$ cat config.mk
export PLATFORM = sky130hd
export DESIGN_NAME = att_bank
export DESIGN_NICKNAME = d
export VERILOG_FILES = /design/src/rtl/att_pkg.sv /design/src/rtl/att_decode.sv /design/src/rtl/att_stage.sv /design/src/rtl/att_bank.sv
export SDC_FILE = /design/constraint.sdc
export NUM_CORES = 1
export LEC_CHECK = 0
export BUFFER_PORTS_ARGS = -buffer_cell sky130_fd_sc_hd__buf_2
export CAP_MARGIN = 15
export CELL_PAD_IN_SITES_DETAIL_PLACEMENT = 1
export CELL_PAD_IN_SITES_GLOBAL_PLACEMENT = 2
export CORE_MARGIN = 5
export CORE_UTILIZATION = 35
export DETAILED_ROUTE_END_ITERATION = 10
export GPL_TIMING_DRIVEN = 0
export HOLD_SLACK_MARGIN = 0.05
export PLACE_DENSITY = 0.85
export SYNTH_ARGS = -nofsm -noshare
export SYNTH_HDL_FRONTEND = slang
export SYNTH_SLANG_ARGS = --single-unit
$ cat constraint.sdc
create_clock -name clk -period 2.5 [get_ports clk]
set_clock_uncertainty 0.15 [all_clocks]
set_input_delay 0.125 -clock clk [delete_from_list [all_inputs] [get_ports clk]]
set_output_delay 0.125 -clock clk [all_outputs]
set_load 0.02 [all_outputs]
$ cat src/rtl/att_pkg.sv
package att_pkg;

    localparam int ADDR_W = 5;
    localparam int DATA_W = 9;
    localparam int ANA_W  = 7;
    localparam int DIG_W  = 8;
    localparam int COMMIT_BIT = 8;

    typedef enum logic [1:0] {
        K_NONE   = 2'd0,
        K_ANA    = 2'd1,
        K_MASTER = 2'd2,
        K_DIG    = 2'd3
    } addr_kind_e;

    typedef struct packed {
        logic             zc;
        logic [ANA_W-1:0] att;
    } ana_word_t;

    localparam ana_word_t ANA_RST = '{zc: 1'b0, att: {ANA_W{1'b1}}};
    localparam logic [DIG_W-1:0] DIG_RST = {DIG_W{1'b1}};

    function automatic addr_kind_e classify(input logic [ADDR_W-1:0] a,
                                            input int ana_base, input int n_ana,
                                            input int master,
                                            input int dig_base, input int n_dig);
        int ai;
        ai = int'(a);
        if (ai == master)                                  return K_MASTER;
        if (ai >= ana_base && ai < ana_base + n_ana)       return K_ANA;
        if (ai >= dig_base && ai < dig_base + n_dig)       return K_DIG;
        return K_NONE;
    endfunction

endpackage

$ cat src/rtl/att_decode.sv
module att_decode
    import att_pkg::*;
#(
    parameter int N_ANA       = 8,
    parameter int N_DIG       = 8,
    parameter int ANA_BASE    = 0,
    parameter int MASTER_ADDR = 8,
    parameter int DIG_BASE    = 9
) (
    input  logic              clk,
    input  logic              rst,
    input  logic              wr_en,
    input  logic [ADDR_W-1:0] wr_addr,
    input  logic              commit_bit,
    output logic [N_ANA-1:0]  ana_hit,
    output logic [N_DIG-1:0]  dig_hit,
    output logic              commit
);

    addr_kind_e kind;

    always_comb begin
        kind = classify(wr_addr, ANA_BASE, N_ANA, MASTER_ADDR, DIG_BASE, N_DIG);
    end

    for (genvar k = 0; k < N_ANA; k++) begin : g_ana
        assign ana_hit[k] = wr_en &&
            (kind == K_MASTER ||
             (kind == K_ANA && wr_addr == ADDR_W'(ANA_BASE + k)));
    end

    for (genvar k = 0; k < N_DIG; k++) begin : g_dig
        assign dig_hit[k] = wr_en && kind == K_DIG &&
                            wr_addr == ADDR_W'(DIG_BASE + k);
    end

    assign commit = wr_en && commit_bit && (kind != K_NONE);


    idle_quiet_chk: assert property (@(posedge clk) disable iff (rst)
        !wr_en |-> (!commit && ana_hit == '0 && dig_hit == '0));


    dig_single_chk: assert property (@(posedge clk) disable iff (rst)
        $onehot0(dig_hit) && !(|dig_hit && |ana_hit));


    commit_mapped_chk: assert property (@(posedge clk) disable iff (rst)
        commit |-> (|ana_hit || |dig_hit));


    master_all_chk: assert property (@(posedge clk) disable iff (rst)
        (wr_en && wr_addr == ADDR_W'(MASTER_ADDR)) |-> (&ana_hit));

endmodule

$ cat src/rtl/att_stage.sv
module att_stage #(
    parameter int            W       = 8,
    parameter logic [W-1:0]  RST_VAL = '1
) (
    input  logic         clk,
    input  logic         rst,
    input  logic         ld,
    input  logic [W-1:0] din,
    input  logic         commit,
    output logic [W-1:0] act_o
);

    logic [W-1:0] pend_q;
    logic [W-1:0] pend_d;

    always_comb begin
        pend_d = ld ? din : pend_q;
    end

    always_ff @(posedge clk) begin
        if (rst) begin
            pend_q <= RST_VAL;
            act_o  <= RST_VAL;
        end else begin
            pend_q <= pend_d;
            if (commit) begin
                act_o <= pend_d;
            end
        end
    end


    reset_value_chk: assert property (@(posedge clk)
        rst |=> (act_o == RST_VAL));


    hold_active_chk: assert property (@(posedge clk) disable iff (rst)
        !commit |=> $stable(act_o));


    same_word_chk: assert property (@(posedge clk) disable iff (rst)
        (commit && ld) |=> (act_o == $past(din)));

endmodule

$ cat src/rtl/att_bank.sv
module att_bank
    import att_pkg::*;
#(
    parameter int N_ANA       = 8,
    parameter int N_DIG       = 8,
    parameter int ANA_BASE    = 0,
    parameter int MASTER_ADDR = 8,
    parameter int DIG_BASE    = 9
) (
    input  logic                   clk,
    input  logic                   rst,
    input  logic                   wr_en,
    input  logic [ADDR_W-1:0]      wr_addr,
    input  logic [DATA_W-1:0]      wr_data,
    output logic [N_ANA*ANA_W-1:0] ana_att_o,
    output logic [N_ANA-1:0]       ana_zc_o,
    output logic [N_DIG*DIG_W-1:0] dig_att_o
);

    localparam int ANA_WORD_W = $bits(ana_word_t);

    logic [N_ANA-1:0] ana_hit;
    logic [N_DIG-1:0] dig_hit;
    logic             commit;
    ana_word_t        ana_din;

    assign ana_din = ana_word_t'(wr_data[ANA_WORD_W-1:0]);

    att_decode #(
        .N_ANA(N_ANA), .N_DIG(N_DIG), .ANA_BASE(ANA_BASE),
        .MASTER_ADDR(MASTER_ADDR), .DIG_BASE(DIG_BASE)
    ) u_dec (
        .clk(clk), .rst(rst), .wr_en(wr_en), .wr_addr(wr_addr),
        .commit_bit(wr_data[COMMIT_BIT]),
        .ana_hit(ana_hit), .dig_hit(dig_hit), .commit(commit)
    );

    for (genvar k = 0; k < N_ANA; k++) begin : g_ana
        ana_word_t act_w;
        att_stage #(.W(ANA_WORD_W), .RST_VAL(ANA_RST)) u_stage (
            .clk(clk), .rst(rst), .ld(ana_hit[k]), .din(ana_din),
            .commit(commit), .act_o(act_w)
        );
        assign ana_att_o[k*ANA_W +: ANA_W] = act_w.att;
        assign ana_zc_o[k]                 = act_w.zc;
    end

    for (genvar k = 0; k < N_DIG; k++) begin : g_dig
        att_stage #(.W(DIG_W), .RST_VAL(DIG_RST)) u_stage (
            .clk(clk), .rst(rst), .ld(dig_hit[k]),
            .din(wr_data[DIG_W-1:0]),
            .commit(commit), .act_o(dig_att_o[k*DIG_W +: DIG_W])
        );
    end


    no_sticky_commit_chk: assert property (@(posedge clk) disable iff (rst)
        (wr_en && !wr_data[COMMIT_BIT]) |=>
            ($stable(ana_att_o) && $stable(ana_zc_o) && $stable(dig_att_o)));


    ana_pair_chk: assert property (@(posedge clk) disable iff (rst)
        (commit && wr_addr == ADDR_W'(ANA_BASE)) |=>
            (ana_zc_o[0] == $past(wr_data[ANA_W]) &&
             ana_att_o[ANA_W-1:0] == $past(wr_data[ANA_W-1:0])));

endmodule

==> metrics, run 1 <==
reg2reg setup slack=1.20 ns; Sw Share=0.231; Peak VDD IR=0.415 mV; wire length per cell=19.6 microns; power density over the cells=765 mW/mm^2; number of endpoints with negative hold slack in the final report=0; net count after synthesis=1009; number of enable-type register cells in the synthesized netlist=0; number of antenna violations at the first check in global routing=0; Post-Place Worst Slack=0.0999 ns; switching power=2.02 mW; share of the yosys chip area belonging to registers=0.544; register bit count reported by yosys=256; GR Overflow Total=0; Post-Layout Inst Area=0.0114 sq mm; maximum net fanout on the critical path=10; critical-path cell list=dlygate4sd3_1 -> buf_6 -> nor2b_1 -> clkbuf_1 -> nand4_1 -> mux2i_1 -> a21oi_1; residual antenna-violating net count after detailed routing=0; placed cell area=0.0105 sq mm; Syn Std Cell Area=0.00942 sq mm; number of synthesis warnings=0; part of the total power dissipated in sequential elements=0.474; pin count of the biggest net entering global routing=15; ratio of cells with drive above 1 in the final layout=0.194; setup repair after global routing missed its margin=false; H-tree Lvls=1; post-layout worst setup margin=0.300 ns; port buffer count=131; part of the power in the clock network=0.465; Clock Root Buffer=clkbuf_16; slowest stage cell on the critical path=dlygate4sd3_1; final std cells w/o fill=1515; Die Width=174 microns; slew at the pin closest to its max-slew limit=0.969 ns; delay of the slowest cell on the worst path=0.58 ns; per-instance average area after synthesis=9.50 sq um; leakage power summed over all cells=4.32 nW; fin crit period=2.20 ns; met2 Resource Use GR=0.330; gpl congestion=0.835; worst slew margin relative to its limit=0.354; met1 capacity usage during global routing=0.249; class of the tightest hold or removal check=in -> reg; Ports=145; number of distinct library cells after synthesis=56; global-route met3 utilization=0.0296; maximum clock rate=0.455 GHz; Critical Path Sink Type=flip-flop; arrival time at the worst endpoint=2.45 ns; total DRC errors in the routed layout=0; number of max-cap violations=0; clk sinks=256; Worst Path Buf+Inv=3; final period utilization=0.880; clock tree from TritonCTS=yes; wire length of the first global-routing pass=46200 microns; number of CTS-inserted buffers=26; area of the die=0.0303 sq mm; share of synthesized flip-flops with an asynchronous set or reset=0; type of element launching the critical path=input port; classification of the worst setup path=in -> reg; total routing usage reported by global routing=0.189; clock network latency to the later pin of the worst-skew pair=0.53 ns; routing layer with the top usage in global route=met2; # setup viols final=0; internal cell power=6.72 mW; core footprint=0.0267 sq mm; total placed cells including tap cells=1464; number of pins with negative max-slew slack in the final report=0; Worst EP required=2.75 ns; number of detailed-route iterations in the first pass=4; Initial Utilization=0.353; vias after detailed routing=7742; Antenna Diode Count=0; post-synthesis cell count=992; DPL Wire Length=20600 microns; Vias/cell=5.11; cell class contributing the biggest share of worst-path delay=buffers and inverters; Combinational Power Share=0.061; num rows=60; Most used DFF post-synth=dfxtp_1; status=finished clean; filler cell count=3097; Total Wirelength=29700 microns; vias in the first global route=8030; Clock Tree Buf Depth=3; area added between synthesis and finish=21.4%; setup tns final=0 ns; drt initial violations=343; most frequent cells in the layout=dfxtp_1 (256), buf_2 (156), nand2_1 (138), nor2_1 (125), a21oi_1 (118); clock slew seen by the registers of the worst setup and hold paths=0.06 ns; commonest non-fill, non-tap cell in the layout=dfxtp_1; Layout Nets=1172; vertical extent of the die=174 microns; number of gates given a new drive strength after cts=0
==> registers in the layout, summed over array words and instances, names as in the netlist <==
register and cells:
g_dig.u_stage.pend_q 64, g_dig.u_stage.act_o 64, g_ana.u_stage.act_o 64, g_ana.u_stage.pend_q 64
==> synthesized netlist by cell type, types with 13 or more instances <==
| library cell | count | area share |
|---|---|---|
| nor3_1 | 15 | 0.0080 |
| dfxtp_1 | 256 | 0.54 |
| buf_2 | 25 | 0.013 |
| and4b_1 | 13 | 0.014 |
| nor2_1 | 125 | 0.050 |
| clkbuf_1 | 49 | 0.020 |
| o32a_1 | 15 | 0.016 |
| nand2_1 | 138 | 0.055 |
| a21oi_1 | 118 | 0.063 |
| mux2i_1 | 96 | 0.10 |
==> kinds of logic (layout without fill, tap and decap cells) <==
logic type / count (synthesis) / count (layout) / share of synthesized area
AO/OA/AOI/OAI: 184 / 184 / 0.123
XOR/XNOR: 1 / 1 / 0.000930
buffers and inverters: 92 / 274 / 0.0459
flip-flops: 256 / 256 / 0.544
multiplexers: 102 / 102 / 0.109
AND/OR/NAND/NOR: 357 / 357 / 0.177
==> final timing paths <==
path,startpoint,cells past startpoint,end
max,wr_addr[4],7,g_dig[0].u_stage.act_o[1]$_SDFFE_PP1P_
min,wr_en,5,g_dig[7].u_stage.pend_q[2]$_SDFF_PP1_
max reg2reg,g_ana[3].u_stage.pend_q[3]$_SDFF_PP1_,3,g_ana[3].u_stage.pend_q[3]$_SDFF_PP1_
min reg2reg,g_ana[7].u_stage.pend_q[5]$_SDFF_PP1_,2,g_ana[7].u_stage.pend_q[5]$_SDFF_PP1_
==> layer usage <==
layer | part of all wire | wire length, microns
met1 | 0.45 | 13500
met5 | 0 | 0
met3 | 0.043 | 1280
met2 | 0.49 | 14400
met4 | 0.017 | 503
==> power by group through the flow <==
stage                     clock [mW]  combinational (mW)  sequential (mW)
final                           4.07               0.533             4.14
after global routing            4.31               0.579             4.14
after CTS                       4.15               0.536             4.14
after global placement             0               0.520             4.23
after floorplan                    0               0.323             4.25
after detailed placement           0               0.528             4.23
==> through the flow <==
stage | total power, mW | hold slack [ns] | util
global route | 9.03 | 0.0868 | 0.428
global placement | 4.75 | 0.294 | 0.393
detailed placement | 4.76 | 0.305 | 0.393
floorplan | 4.57 | 0.252 | -
finish | 8.75 | 0.0682 | 0.428
CTS | 8.83 | 0.0550 | 0.428
==> area by class of cell <==
cell class | instances | area (sq um) | share of cell area
plain buffers | 87 | 414 | 0.0362
clock buffers | 36 | 729 | 0.0638
clock inverters | 11 | 163 | 0.0142
inverters | 5 | 18.8 | 0.00164
multi-input cells | 644 | 3860 | 0.338
flip-flops and latches | 256 | 5120 | 0.448
well taps | 341 | 427 | 0.0373
repair buffers | 135 | 696 | 0.0608
==> worst register-to-register path: cells and delay by family, from the launching register on <==
family,cells,cell delay [ns]
compound gates,2,0.45
flops,1,0.32
simple gates,1,0.28
==> what timing repair did <==
item                       CTS  global route
hold buffers                 4             0
hold endpoints to repair    23             0
setup endpoints to repair    0             0
buffers inserted             0             0
Power figures use the tool's default switching activity.
==> run 2: changes to the inputs <==
--- a/config.mk
+++ b/config.mk
@@ -5,6 +5,7 @@
 export SDC_FILE = /design/constraint.sdc
 export NUM_CORES = 1
 export LEC_CHECK = 0
+export ABC_CLOCK_PERIOD_IN_PS = 2500
 export BUFFER_PORTS_ARGS = -buffer_cell sky130_fd_sc_hd__buf_2
 export CAP_MARGIN = 15
 export CELL_PAD_IN_SITES_DETAIL_PLACEMENT = 1
@@ -14,7 +15,8 @@
 export DETAILED_ROUTE_END_ITERATION = 10
 export GPL_TIMING_DRIVEN = 0
 export HOLD_SLACK_MARGIN = 0.05
-export PLACE_DENSITY = 0.85
+export PLACE_DENSITY_LB_ADDON = 0.05
+export REMOVE_ABC_BUFFERS = 1
 export SYNTH_ARGS = -nofsm -noshare
 export SYNTH_HDL_FRONTEND = slang
 export SYNTH_SLANG_ARGS = --single-unit
==> metrics, run 2 (synthesis results as in run 1) <==
status=finished clean; classification of the worst setup path=in -> reg; Critical Path Sink Type=flip-flop; Clock Tree Buf Depth=3 (unchanged); clock network latency to the later pin of the worst-skew pair=0.54 ns (about the same); clock slew seen by the registers of the worst setup and hold paths=0.06 ns (about the same); clock tree from TritonCTS=yes; slew at the pin closest to its max-slew limit=1.03 ns (+0.0560 ns); number of max-cap violations=0 (unchanged); total DRC errors in the routed layout=0 (unchanged); residual antenna-violating net count after detailed routing=0 (unchanged); number of detailed-route iterations in the first pass=4 (unchanged); Initial Utilization=0.353 (unchanged); pin count of the biggest net entering global routing=73 (+58); Die Width=174 microns (unchanged); GR Overflow Total=0 (unchanged); cell class contributing the biggest share of worst-path delay=simple AND/OR/NAND/NOR gates; area added between synthesis and finish=20.4%; Met1 Wirelength=13600 microns (+0.88%); number of endpoints with negative hold slack in the final report=0 (unchanged); commonest non-fill, non-tap cell in the layout=dfxtp_1; critical-path cell list=buf_2 -> or4_4 -> a21oi_4 -> and2_4 -> buf_16 -> a21oi_1; Worst Path Buf+Inv=2 (-1); slowest stage cell on the critical path=or4_4; vias after detailed routing=7356 (-5.0%); clk sinks=256 (unchanged); Peak VDD IR=0.415 mV (about the same); DPL Wire Length=15900 microns (-23%); routed length on met3=1370 microns (+7.1%); setup repair after global routing missed its margin=false; # setup viols final=0 (unchanged); drt initial violations=414 (+21%); startpoint of the lowest-slack register-to-register path=g_ana[5].u_stage.pend_q[0]$_SDFF_PP1_; wire length of the first global-routing pass=44400 microns (-3.9%); vias in the first global route=7777 (-3.2%); number of CTS-inserted buffers=28 (+7.7%); Layout Nets=1113 (-5.0%); wire length per cell=18.9 microns (-3.3%); core footprint=0.0267 sq mm (unchanged); ratio of cells with drive above 1 in the final layout=0.202 (+0.00812); buffer count from post-CTS setup fixing=0 (unchanged); WHS=0.0573 ns (-0.0109 ns); leakage power summed over all cells=4.26 nW (-1.5%); number of pins with negative max-slew slack in the final report=0 (unchanged); total routing usage reported by global routing=0.179 (-0.00998); Post-Place Worst Slack=-1.22 ns (-1.32 ns); gpl congestion=0.682 (-18%); Worst EP required=2.76 ns (about the same); maximum net fanout on the critical path=67 (+57); maximum clock rate=0.437 GHz (-4.0%); Antenna Diode Count=0 (unchanged); post-layout worst setup margin=0.210 ns (-0.0906 ns); source of the worst hold timing path=wr_data[5]; Ports=145 (unchanged); worst slew margin relative to its limit=0.314 (-0.0403); total met2 wirelength after detailed routing=12200 microns (-15%); Vias/cell=5.05 (-1.3%); Total Power=8.71 mW (-0.35%); area of the die=0.0303 sq mm (unchanged); Clock Root Buffer=clkbuf_16; power density over the cells=768 mW/mm^2 (+0.49%); number of antenna violations at the first check in global routing=0 (unchanged); num rows=60 (unchanged); most frequent cells in the layout=dfxtp_1 (256), buf_2 (143), nand2_1 (138), nor2_1 (125), a21oi_1 (118); H-tree Lvls=1 (unchanged); highest routed layer=met4; Total Wirelength=27600 microns (-7.0%); type of element launching the critical path=input port; port buffer count=144 (+9.9%); delay of the slowest cell on the worst path=0.73 ns (+0.15 ns); class of the tightest hold or removal check=in -> reg; arrival time at the worst endpoint=2.55 ns (+0.10 ns); critical path startpoint=wr_addr[0]; vertical extent of the die=174 microns (unchanged); final period utilization=0.916 (+0.0362); fin crit period=2.29 ns (+0.0906 ns)
-- run 2: tightest hold or removal path: cells and delay by family --
kind          cells  cell delay, ns
buf+inv           1            0.30
simple gates      2            0.25
-- run 2: report_power, final --
group	switching [mW]	internal [mW]	total (mW)
sequential	0.0187	4.12	4.14
combinational	0.368	0.153	0.521
clock	1.65	2.41	4.05
total	2.03	6.68	8.71
-- run 2: layout make-up --
class | count | area [sq um]
clock buffers | 45 | 886
clock inverters | 6 | 30.0
fillers | 3071 | 15400
inverters | 5 | 21.3
multi-input cells | 647 | 3910
flip-flops and latches | 256 | 5120
well taps | 341 | 427
repair buffers | 158 | 947
-- run 2: routing by layer --
| metal | up-vias | global-route usage |
|---|---|---|
| met3 | 26 | 0.0420 |
| met5 | - | 0 |
| met2 | 128 | 0.286 |
| li1 | 3626 | - |
| met4 | 0 | 0.0340 |
| met1 | 3576 | 0.251 |
-- run 2: path summary, 6_finish.rpt --
kind | end | slack (ns) | depth (start not counted)
min reg2reg | g_ana[7].u_stage.pend_q[1]$_SDFF_PP1_ | 0.31 | 2
max reg2reg | g_ana[5].u_stage.act_o[0]$_SDFFE_PP1P_ | 1.14 | 3
min | g_ana[7].u_stage.pend_q[5]$_SDFF_PP1_ | 0.06 | 3
max | g_dig[4].u_stage.act_o[4]$_SDFFE_PP1P_ | 0.21 | 6
-- run 2: stage by stage --
step	cell area, sq um	setup TNS, ns	instances	utilization
2_1_floorplan	9010	-233.77	905	-
3_3_place_gp	10200	-868.67	1390	0.380
3_5_place_dp	10300	-141.66	1396	0.386
4_1_cts	11300	0	1456	0.424
5_1_grt	11300	0	1458	0.424
6_report	11300	0	1458	0.424
-- run 2: repair_timing --
item | in CTS | in global routing
resized for setup | 2 | 1
gates cloned | 2 | 1
hold buffers | 7 | 0
endpoints found under the hold margin | 27 | 0
setup endpoints to repair | 132 | 66
pin swaps | 1 | 0
==> run 3: changes to the inputs <==
--- a/config.mk
+++ b/config.mk
@@ -5,7 +5,7 @@
 export SDC_FILE = /design/constraint.sdc
 export NUM_CORES = 1
 export LEC_CHECK = 0
-export ABC_CLOCK_PERIOD_IN_PS = 2500
+export ABC_CLOCK_PERIOD_IN_PS = 2700
 export BUFFER_PORTS_ARGS = -buffer_cell sky130_fd_sc_hd__buf_2
 export CAP_MARGIN = 15
 export CELL_PAD_IN_SITES_DETAIL_PLACEMENT = 1
@@ -14,7 +14,7 @@
 export CORE_UTILIZATION = 35
 export DETAILED_ROUTE_END_ITERATION = 10
 export GPL_TIMING_DRIVEN = 0
-export HOLD_SLACK_MARGIN = 0.05
+export HOLD_SLACK_MARGIN = 0.03
 export PLACE_DENSITY_LB_ADDON = 0.05
 export REMOVE_ABC_BUFFERS = 1
 export SYNTH_ARGS = -nofsm -noshare
==> constraint.sdc (replaced) <==
create_clock -name clk -period 2.7 [get_ports clk]
set_clock_uncertainty 0.15 [all_clocks]
set_input_delay 0.135 -clock clk [delete_from_list [all_inputs] [get_ports clk]]
set_output_delay 0.135 -clock clk [all_outputs]
set_load 0.02 [all_outputs]
==> metrics, run 3 (synthesis results as in run 1) <==
port buffer count=144 (unchanged); class of the tightest hold or removal check=in -> reg; worst slew margin relative to its limit=0.307 (-0.00665); classification of the worst setup path=in -> reg; placed cell area=0.0103 sq mm (unchanged); clk sinks=256 (unchanged); wire length of the first global-routing pass=44100 microns (-0.56%); vias in the first global route=7749 (-0.36%); vias after detailed routing=7343 (-0.18%); setup tns final=0 ns (unchanged); Total Wirelength=27400 microns (-0.66%); maximum clock rate=0.414 GHz; status=finished clean; Total Power=8.06 mW (-7.5%); # setup viols final=0 (unchanged); total DRC errors in the routed layout=0 (unchanged); Antenna Diode Count=0 (unchanged); clock tree from TritonCTS=yes; number of antenna violations at the first check in global routing=0 (unchanged); H-tree Lvls=1 (unchanged); total routing usage reported by global routing=0.178 (-0.000965); GR Overflow Total=0 (unchanged); leakage power summed over all cells=4.24 nW (-0.47%); number of detailed-route iterations in the first pass=6 (+2); Combinational Power Share=0.059 (about the same); part of the total power dissipated in sequential elements=0.475 (about the same); Post-Layout Inst Area=0.0113 sq mm (-0.45%); Finished Core Util=0.422 (-0.00192); area of the die=0.0303 sq mm (unchanged); buffer count from post-CTS setup fixing=0 (unchanged); Worst Path Buf+Inv=2 (unchanged); Ports=145 (unchanged); internal cell power=6.18 mW (-7.5%); cell class contributing the biggest share of worst-path delay=simple AND/OR/NAND/NOR gates; wire length per cell=18.9 microns (-0.32%); drt initial violations=336 (-19%); part of the power in the clock network=0.465 (about the same); critical-path cell list=buf_2 -> or4_4 -> a21oi_4 -> and2_4 -> buf_16 -> a21oi_1; Critical Path Sink Type=flip-flop; slowest stage cell on the critical path=or4_4; Layout Nets=1108 (-0.45%); clock slew seen by the registers of the worst setup and hold paths=0.06 ns (about the same); arrival time at the worst endpoint=2.67 ns (+0.12 ns); Vias/cell=5.05 (+0.17%); maximum net fanout on the critical path=67 (unchanged); Sw Share=0.233 (about the same); delay of the slowest cell on the worst path=0.73 ns (about the same); Post-Place Worst Slack=-1.03 ns (+0.190 ns); most frequent cells in the layout=dfxtp_1 (256), buf_2 (144), nand2_1 (138), nor2_1 (125), a21oi_1 (118); post-layout worst setup margin=0.287 ns (+0.0771 ns); Worst EP required=2.96 ns (+0.20 ns); Clock Root Buffer=clkbuf_16; slew at the pin closest to its max-slew limit=1.04 ns (+0.00993 ns); pin count of the biggest net entering global routing=73 (unchanged); Peak VDD IR=0.384 mV (-7.5%); WHS=0.0332 ns (-0.0241 ns); residual antenna-violating net count after detailed routing=0 (unchanged); setup repair after global routing missed its margin=false; number of CTS-inserted buffers=28 (unchanged); power density over the cells=714 mW/mm^2 (-7.0%); Die Width=174 microns (unchanged); final std cells w/o fill=1453 (-0.34%); commonest non-fill, non-tap cell in the layout=dfxtp_1; DPL Wire Length=15900 microns (unchanged); vertical extent of the die=174 microns (unchanged); switching power=1.88 mW (-7.4%); number of endpoints with negative hold slack in the final report=0 (unchanged); Clock Tree Buf Depth=3 (unchanged); number of pins with negative max-slew slack in the final report=0 (unchanged); type of element launching the critical path=input port; clock network latency to the later pin of the worst-skew pair=0.54 ns (about the same); total placed cells including tap cells=1396 (unchanged); core footprint=0.0267 sq mm (unchanged); num rows=60 (unchanged); final period utilization=0.894; gpl congestion=0.682 (unchanged); fin crit period=2.41 ns; area added between synthesis and finish=19.8%; Initial Utilization=0.353 (unchanged); number of max-cap violations=0 (unchanged); ratio of cells with drive above 1 in the final layout=0.202 (about the same)
## run 3: changes by cell type in the layout (fill, tap and decap cells not counted), sizes merged
cell         previous run  this run
dlygate4sd3             7         2
buf                   150       152
and2                    3         2
clkbuf                 46        45
## run 3: area by class of cell
cell class | instances | area (sq um)
fill | 3066 | 15400
sequential | 256 | 5120
multi-input combinational | 646 | 3900
timing repair buffer | 154 | 906
clock buffer | 45 | 886
tap | 341 | 427
clock inverter | 6 | 30.0
inverter | 5 | 21.3
## run 3: worst register-to-register path: cells and delay by family, from the launching register on
kind	cells	cell delay, ns
muxes	1	0.26
AOI/OAI and AO/OA	1	0.12
DFF	1	0.32
and+or+nand+nor	1	0.36
## run 3: power groups by stage
stage	Clock [mW]	Combinational (mW)	Sequential (mW)
floorplan	0	0.213	3.93
global placement	0	0.439	3.92
detailed placement	0	0.475	3.92
CTS	3.88	0.482	3.83
global route	4.05	0.523	3.84
finish	3.75	0.477	3.83
## run 3: final timing paths
check	startpoint	to	slack, ns	cells after the start
max	wr_addr[0]	g_dig[4].u_stage.act_o[4]$_SDFFE_PP1P_	0.29	6
min	wr_data[7]	g_dig[5].u_stage.pend_q[7]$_SDFF_PP1_	0.03	3
max reg2reg	g_ana[5].u_stage.pend_q[5]$_SDFF_PP1_	g_ana[5].u_stage.act_o[5]$_SDFFE_PP1P_	1.35	3
min reg2reg	g_ana[7].u_stage.pend_q[1]$_SDFF_PP1_	g_ana[7].u_stage.pend_q[1]$_SDFF_PP1_	0.31	2
## run 3: repair_timing
item	CTS	global route
cloned	1	1
hold endpoints to repair	16	0
hold buffers	2	0
endpoints found under the setup margin	118	67
resized for setup	1	0
pin swaps	0	1
## run 3: metal layers
layer  vias to the layer above  wire length [microns]  track usage
met5                         -                      0            0
met4                         0                    290       0.0323
met3                        20                   1480       0.0415
met2                       122                  12300        0.285
met1                      3586                  13400        0.250
li1                       3615                      -            -
